## src/rtl/crc_loc_pkg.sv

```systemverilog
package crc_loc_pkg;

  typedef enum logic [1:0] {S_IDLE, S_SEARCH, S_DONE} srch_state_e;

  // Mask of the low w bits (w from 1 to 32).
  function automatic logic [31:0] low_mask(int unsigned w);
    return 32'hFFFF_FFFF >> (32 - w);
  endfunction

  // Shift one codeword bit into a remainder register (division form).
  function automatic logic [31:0] crc_shift_in(logic [31:0] s, logic b,
                                               logic [31:0] poly, int unsigned w);
    logic        top;
    logic [31:0] r;
    top = s[w-1];
    r   = ((s << 1) | {31'd0, b}) & low_mask(w);
    if (top) r = r ^ (poly & low_mask(w));
    return r;
  endfunction

  // Multiply a residue by x modulo the polynomial.
  function automatic logic [31:0] mul_x(logic [31:0] s, logic [31:0] poly,
                                        int unsigned w);
    return crc_shift_in(s, 1'b0, poly, w);
  endfunction

  // x^n mod P, evaluated at elaboration.
  function automatic logic [31:0] xpow_mod(int unsigned n, logic [31:0] poly,
                                           int unsigned w);
    logic [31:0] r;
    r = 32'd1;
    for (int unsigned i = 0; i < n; i++) r = mul_x(r, poly, w);
    return r;
  endfunction

endpackage

```

## src/rtl/crc_loc_syndrome.sv

```systemverilog
module crc_loc_syndrome
  import crc_loc_pkg::*;
#(
  parameter int unsigned CRC_W   = 16,
  parameter logic [CRC_W-1:0] POLY = 16'h1021,
  parameter int unsigned CW_BITS = 4112,
  localparam int unsigned CNT_W  = $clog2(CW_BITS + 1)
) (
  input  logic             clk,
  input  logic             rst_n,
  input  logic             sos_i,
  input  logic             valid_i,
  input  logic             bit_i,
  output logic             syn_fire_o,
  output logic [CRC_W-1:0] syn_o
);

  logic [CRC_W-1:0] acc;
  logic [CNT_W-1:0] cnt;

  // Named internal events.
  logic [CRC_W-1:0] base_acc;
  logic [CNT_W-1:0] base_cnt;
  logic             take;
  logic [CRC_W-1:0] acc_next;

  assign base_acc = sos_i ? '0 : acc;
  assign base_cnt = sos_i ? '0 : cnt;
  assign take     = valid_i && (base_cnt < CNT_W'(CW_BITS));
  assign acc_next = CRC_W'(crc_shift_in(32'(base_acc), bit_i, 32'(POLY), CRC_W));

  assign syn_fire_o = take && (base_cnt == CNT_W'(CW_BITS - 1));
  assign syn_o      = acc_next;

  always_ff @(posedge clk or negedge rst_n) begin
    if (!rst_n) begin
      acc <= '0;
      cnt <= '0;
    end else if (take) begin
      acc <= acc_next;
      cnt <= base_cnt + 1'b1;
    end else if (sos_i) begin
      acc <= '0;
      cnt <= '0;
    end
  end

  // Bit counter never runs past the codeword length.
  p_cnt_bound_r8: assert property (@(posedge clk) disable iff (!rst_n)
    cnt <= CNT_W'(CW_BITS));

  // An invalid bit leaves the remainder untouched.
  p_gap_ignored_r8: assert property (@(posedge clk) disable iff (!rst_n)
    (!valid_i && !sos_i) |=> ($stable(acc) && $stable(cnt)));

endmodule

```

## src/rtl/crc_loc_search.sv

```systemverilog
module crc_loc_search
  import crc_loc_pkg::*;
#(
  parameter int unsigned CRC_W   = 16,
  parameter logic [CRC_W-1:0] POLY = 16'h1021,
  parameter int unsigned CW_BITS = 4112,
  localparam int unsigned CNT_W  = $clog2(CW_BITS + 1),
  localparam int unsigned IDX_W  = $clog2(CW_BITS)
) (
  input  logic             clk,
  input  logic             rst_n,
  input  logic             sos_i,
  input  logic             syn_fire_i,
  input  logic [CRC_W-1:0] syn_i,
  output logic             done_o,
  output logic             err_o,
  output logic             corr_o,
  output logic             unc_o,
  output logic [IDX_W-1:0] idx_o
);

  localparam logic [CRC_W-1:0] TARGET =
    CRC_W'(xpow_mod(CW_BITS, 32'(POLY), CRC_W));

  srch_state_e      state;
  logic [CRC_W-1:0] s;
  logic [CNT_W-1:0] k;

  // Named internal events.
  logic [CRC_W-1:0] step_val;
  logic [CNT_W-1:0] k_next;
  logic             hit;
  logic             exhausted;

  assign step_val  = CRC_W'(mul_x(32'(s), 32'(POLY), CRC_W));
  assign k_next    = k + 1'b1;
  assign hit       = (state == S_SEARCH) && (step_val == TARGET);
  assign exhausted = (state == S_SEARCH) && !hit && (k_next == CNT_W'(CW_BITS));

  always_ff @(posedge clk or negedge rst_n) begin
    if (!rst_n) begin
      state  <= S_IDLE;
      s      <= '0;
      k      <= '0;
      done_o <= 1'b0;
      err_o  <= 1'b0;
      corr_o <= 1'b0;
      unc_o  <= 1'b0;
      idx_o  <= '0;
    end else if (sos_i) begin
      state  <= S_IDLE;
      done_o <= 1'b0;
      err_o  <= 1'b0;
      corr_o <= 1'b0;
      unc_o  <= 1'b0;
      idx_o  <= '0;
    end else begin
      case (state)
        S_IDLE: if (syn_fire_i) begin
          if (syn_i == '0) begin
            done_o <= 1'b1;
            state  <= S_DONE;
          end else begin
            s     <= syn_i;
            k     <= '0;
            state <= S_SEARCH;
          end
        end
        S_SEARCH: begin
          if (hit) begin
            done_o <= 1'b1;
            err_o  <= 1'b1;
            corr_o <= 1'b1;
            idx_o  <= IDX_W'(k);
            state  <= S_DONE;
          end else if (exhausted) begin
            done_o <= 1'b1;
            err_o  <= 1'b1;
            unc_o  <= 1'b1;
            state  <= S_DONE;
          end else begin
            s <= step_val;
            k <= k_next;
          end
        end
        default: ;
      endcase
    end
  end

  p_flags_excl_r6: assert property (@(posedge clk) disable iff (!rst_n)
    !(corr_o && unc_o));

  p_flags_need_done_r6: assert property (@(posedge clk) disable iff (!rst_n)
    (err_o || corr_o || unc_o) |-> done_o);

  p_hold_r7: assert property (@(posedge clk) disable iff (!rst_n)
    (done_o && !sos_i) |=> (done_o && $stable(idx_o) && $stable(corr_o)
                            && $stable(unc_o) && $stable(err_o)));

  p_clear_r7: assert property (@(posedge clk) disable iff (!rst_n)
    sos_i |=> !done_o);

  p_step_bound_r5: assert property (@(posedge clk) disable iff (!rst_n)
    (state == S_SEARCH) |-> (k < CNT_W'(CW_BITS)));

  p_unc_index_r5: assert property (@(posedge clk) disable iff (!rst_n)
    unc_o |-> (idx_o == '0));

  p_clean_r1: assert property (@(posedge clk) disable iff (!rst_n)
    (state == S_IDLE && !sos_i && syn_fire_i && syn_i == '0)
      |=> (done_o && !err_o));

endmodule

```

## src/rtl/crc_single_bit_locator.sv

```systemverilog
module crc_single_bit_locator #(
  parameter int unsigned CRC_W     = 16,
  parameter logic [CRC_W-1:0] POLY = 16'h1021,
  parameter int unsigned DATA_BITS = 4096,
  localparam int unsigned CW_BITS  = DATA_BITS + CRC_W,
  localparam int unsigned IDX_W    = $clog2(CW_BITS)
) (
  input  logic             clk,
  input  logic             rst_n,
  input  logic             sector_start,
  input  logic             bit_valid,
  input  logic             bit_in,
  output logic             done,
  output logic             err_found,
  output logic             corrected,
  output logic             uncorrectable,
  output logic [IDX_W-1:0] err_index
);

  logic             syn_fire;
  logic [CRC_W-1:0] syn;

  crc_loc_syndrome #(
    .CRC_W(CRC_W), .POLY(POLY), .CW_BITS(CW_BITS)
  ) u_syn (
    .clk(clk), .rst_n(rst_n), .sos_i(sector_start), .valid_i(bit_valid),
    .bit_i(bit_in), .syn_fire_o(syn_fire), .syn_o(syn)
  );

  crc_loc_search #(
    .CRC_W(CRC_W), .POLY(POLY), .CW_BITS(CW_BITS)
  ) u_search (
    .clk(clk), .rst_n(rst_n), .sos_i(sector_start), .syn_fire_i(syn_fire),
    .syn_i(syn), .done_o(done), .err_o(err_found), .corr_o(corrected),
    .unc_o(uncorrectable), .idx_o(err_index)
  );

endmodule

```

## config.mk

```make
export PLATFORM = sky130hd
export DESIGN_NAME = crc_single_bit_locator
export DESIGN_NICKNAME = d
export VERILOG_FILES = /design/src/rtl/crc_loc_pkg.sv /design/src/rtl/crc_loc_syndrome.sv /design/src/rtl/crc_loc_search.sv /design/src/rtl/crc_single_bit_locator.sv
export SDC_FILE = /design/constraint.sdc
export NUM_CORES = 1
export LEC_CHECK = 0
export ABC_AREA = 1
export CAP_MARGIN = 20
export CORE_ASPECT_RATIO = 1.5
export CORE_MARGIN = 2
export CORE_UTILIZATION = 55
export CTS_BUF_LIST = sky130_fd_sc_hd__clkbuf_2
export CTS_CLUSTER_SIZE = 16
export DETAILED_ROUTE_END_ITERATION = 8
export DONT_BUFFER_PORTS = 1
export PLACE_DENSITY = 0.71
export REMOVE_ABC_BUFFERS = 1
export SETUP_SLACK_MARGIN = 0.05
export SLEW_MARGIN = 20
export SYNTH_ARGS = -nofsm -noshare
export SYNTH_HDL_FRONTEND = slang
export SYNTH_HIERARCHICAL = 1
export SYNTH_SLANG_ARGS = --single-unit
```

## constraint.sdc

```tcl
create_clock -name clk -period 6 [get_ports clk]
set_input_delay 1.5 -clock clk [delete_from_list [all_inputs] [get_ports clk]]
set_output_delay 1.5 -clock clk [all_outputs]
set_load 0.01 [all_outputs]
```

==> results by group <==
Logic synthesis
  – Synth Register Bits: 77
  – Synth Area in Adders: 0.595%
  – Largest cells by area after synthesis: dfrtp_1, nand2_1, inv_1
  – Most used DFF post-synth: dfrtp_1
  – Count leader, synth: nand2_1
  – XOR/XNOR share of the synthesized area: 2.71%
  – Cell taking the most area after synthesis: dfrtp_1
  – Yosys Warn Count: 6
  – Cells after Synth: 567
  – Post-synth EDFFs: 0
  – Largest family of logic cells by synthesized area: simple AND/OR/NAND/NOR gates
  – Register area share after synthesis: 45.8%
  – Cell area after synthesis: 4210 um^2
  – Mux cell area share after synthesis: 0%
  – Synth Area in Simple Gates: 30.7%
  – Asr flop ratio synth: 100%
  – Synth top area share: 45.8%
  – Commonest cells post-synth: nand2_1, dfrtp_1, inv_1
  – Netlist cell types: 26
  – Compound-Gate Fraction of Synth Area: 10.5%
  – Mean post-synth cell area: 7.42 um^2

Critical path
  – R2R Path End: u_search/s[6]$_DFFE_PN0P_
  – Reg-to-Reg Start: u_search/state[0]$_DFFE_PN0P_
  – Max FO, Critical Path: 27
  – Critical Path Start Type: primary input
  – Worst path required time: 6470 ps
  – CP arrival: 3710 ps
  – WS Path Type: primary input to flip-flop
  – Worst Setup End Kind: flip-flop
  – Flop2flop setup slack: 3020 ps
  – R2R cell count: 10

Place
  – GP Congestion: 0.844
  – Port bufs: 0
  – Pre-CTS setup slack: 1880 ps
  – HPWL after detailed placement: 6180 um

CTS
  – Htree depth: 3
  – Clock sinks: 77
  – Hold_buf cts: 0
  – Max Buffers Root-to-Sink: 2
  – Clock transition at path regs: 200 ps
  – Post-CTS Resized: 0
  – Setup bufs post-CTS: 0
  – CTS tree: built
  – Num CTS Buffers: 9
  – Worst-Skew Late Latency: 530 ps
  – CTS Root Cell: clkbuf_2

Final layout
  – Share of cells above drive strength 1: 8.83%
  – P&R area growth vs syn: 4.46%
  – Layout Nets: 568
  – Reg area: 1930 um^2
  – Fillers: 729
  – Ant diodes: 0
  – Multi-input logic area: 1870 um^2

Global route
  – Vias in the first global route: 3436
  – Total track usage: 23.7%
  – Largest net degree at the start of global routing: 78
  – Overflow after GRT: 0
  – Initial antenna violation count: 0
  – First-pass GRT wire length: 15400 um

Worst hold path
  – Hold Path Origin: u_syn/cnt[12]$_DFF_PN0_
  – Hold path cells: 2
  – Hold endpoint: u_syn/cnt[12]$_DFF_PN0_
  – HP Class: flip-flop to flip-flop

Power
  – Switch share: 37.2%
  – Int Pwr: 0.000968 W
  – PD cells: 351 nW/um^2
  – Static Leak: 2.27 nW
  – Power share of the combinational group: 29.8%
  – Worst IR Drop VDD: 0.134 mV
  – Pwr Total: 0.00154 W
  – Sequential group share of total power: 46.4%
  – Clock share of power: 23.8%
  – Sw power: 0.000574 W

Run
  – Max-cap violations: 0

Drt
  – Routed Antenna Nets: 0
  – Initial DRC Count: 220
  – Pre-Repair DR Iteration Count: 4
  – DR vias: 3436
  – WL final: 8870 um
  – Vias per cell: 5.14
  – Drt drc: 0
  – Routed wire length per instance: 13.3 um

STA
  – Clock Skew: 20.9 ps
  – Max Slew Vio Count: 0
  – Final Setup Violations: 0
  – Final min period: 3250 ps
  – Fmax: 308 MHz
  – Worst slew margin: 40.1%
  – Fin Setup TNS: 0 ps
  – RSZ-0062 raised after global routing: no
  – Final Hold Fails: 0
  – Setup ws final: 2750 ps
  – Period utilisation layout: 54.1%
  – Tightest Pin Transition: 896 ps

Die
  – FP Rows: 39
  – Die X: 75.4 um
  – Starting Density: 56.0%
  – Die Area: 8380 um^2
  – Die Y: 111 um
  – I/O Pins: 22
  – Core ar.: 7510 um^2

Outcome
  – Status: complete, no violations
## metal layers
layer	vias up	wire length [um]	GRT usage, %
met5	-	0	0
met1	1605	3660	29.1
met3	18	287	4.82
met4	0	246	9.94
met2	52	4670	39.3
li1	1761	-	-
## flip-flops by register name (all words and copies together), names as in the netlist
name,cells
u_search/corr_o,1
u_search/done_o,1
u_search/err_o,1
u_search/idx_o,13
u_search/k,13
u_search/s,16
u_search/state,2
u_search/unc_o,1
u_syn/acc,16
u_syn/cnt,13
## logic make-up (layout without fill, tap and decap cells)
| logic type | count (synthesis) | count (layout) |
|---|---|---|
| adder cells (fa/ha/maj) | 2 | 2 |
| XOR/XNOR | 13 | 13 |
| AO/OA/AOI/OAI | 70 | 70 |
| buffers and inverters | 92 | 91 |
| flip-flops | 77 | 77 |
| AND/OR/NAND/NOR | 313 | 313 |
## final cells by class
| cell class | count | share of cell area [%] |
|---|---|---|
| flip-flops and latches | 77 | 43.9 |
| multi-input cells | 398 | 42.6 |
| inverters | 74 | 6.32 |
| well taps | 102 | 2.91 |
| clock inverters | 6 | 2.53 |
| clock buffers | 10 | 1.14 |
| repair buffers | 1 | 0.627 |
## worst max path at each step
stage                            start                          to  slack (ps)  cells past startpoint
after floorplan           sector_start   u_search/s[0]$_DFFE_PN0P_        2320                     12
after global placement    sector_start   u_search/s[0]$_DFFE_PN0P_        2010                     12
after detailed placement  sector_start  u_search/k[12]$_DFFE_PN0P_        1880                     11
after CTS                 sector_start  u_search/k[12]$_DFFE_PN0P_        2470                     11
after global routing      sector_start   u_search/s[3]$_DFFE_PN0P_        2560                     13
final                     sector_start   u_search/s[6]$_DFFE_PN0P_        2750                     13
## power by group through the flow
| stage | registers (W) | clock network [W] | logic [W] |
|---|---|---|---|
| floorplan | 0.000700 | 0 | 0.000364 |
| global placement | 0.000721 | 0 | 0.000435 |
| detailed placement | 0.000725 | 0 | 0.000449 |
| CTS | 0.000714 | 0.000378 | 0.000454 |
| global route | 0.000732 | 0.000403 | 0.000527 |
| finish | 0.000715 | 0.000367 | 0.000459 |
## cell usage in the layout (no fill, tap or decap), drive strengths merged
| cell type | synthesis | final |
|---|---|---|
| a21oi | 4 | 4 |
| buf | 11 | 1 |
| bufinv | 0 | 3 |
| clkbuf | 7 | 10 |
| clkinv | 0 | 2 |
| clkinvlp | 0 | 1 |
| dfrtp | 77 | 77 |
| ha | 2 | 2 |
| inv | 74 | 74 |
| nand2 | 213 | 213 |
| nand3 | 30 | 30 |
| nand4 | 10 | 10 |
| nor2 | 56 | 56 |
| nor3 | 1 | 1 |
| nor4 | 3 | 3 |
| o21ai | 59 | 59 |
| o22ai | 7 | 7 |
| xnor2 | 3 | 3 |
| xor2 | 10 | 10 |
## metrics by stage
step | util, % | cells | cell area [um^2] | hold slack, ps
floorplan | - | 549 | 4080 | 462
global placement | 55.9 | 651 | 4200 | 487
detailed placement | 55.9 | 651 | 4200 | 497
CTS | 58.1 | 667 | 4370 | 543
global route | 58.5 | 668 | 4390 | 549
finish | 58.5 | 668 | 4390 | 537
## worst max-delay path, cell delays in order
cell	delay [ps]
nor2_1	240
ha_1	280
nand2_1	90
nor2_2	160
nand4_1	110
inv_1	60
o21ai_0	90
inv_1	80
o21ai_0	170
nor2_4	510
buf_16	250
nand2_1	90
o21ai_2	60
(Power assumes the default switching activity.)
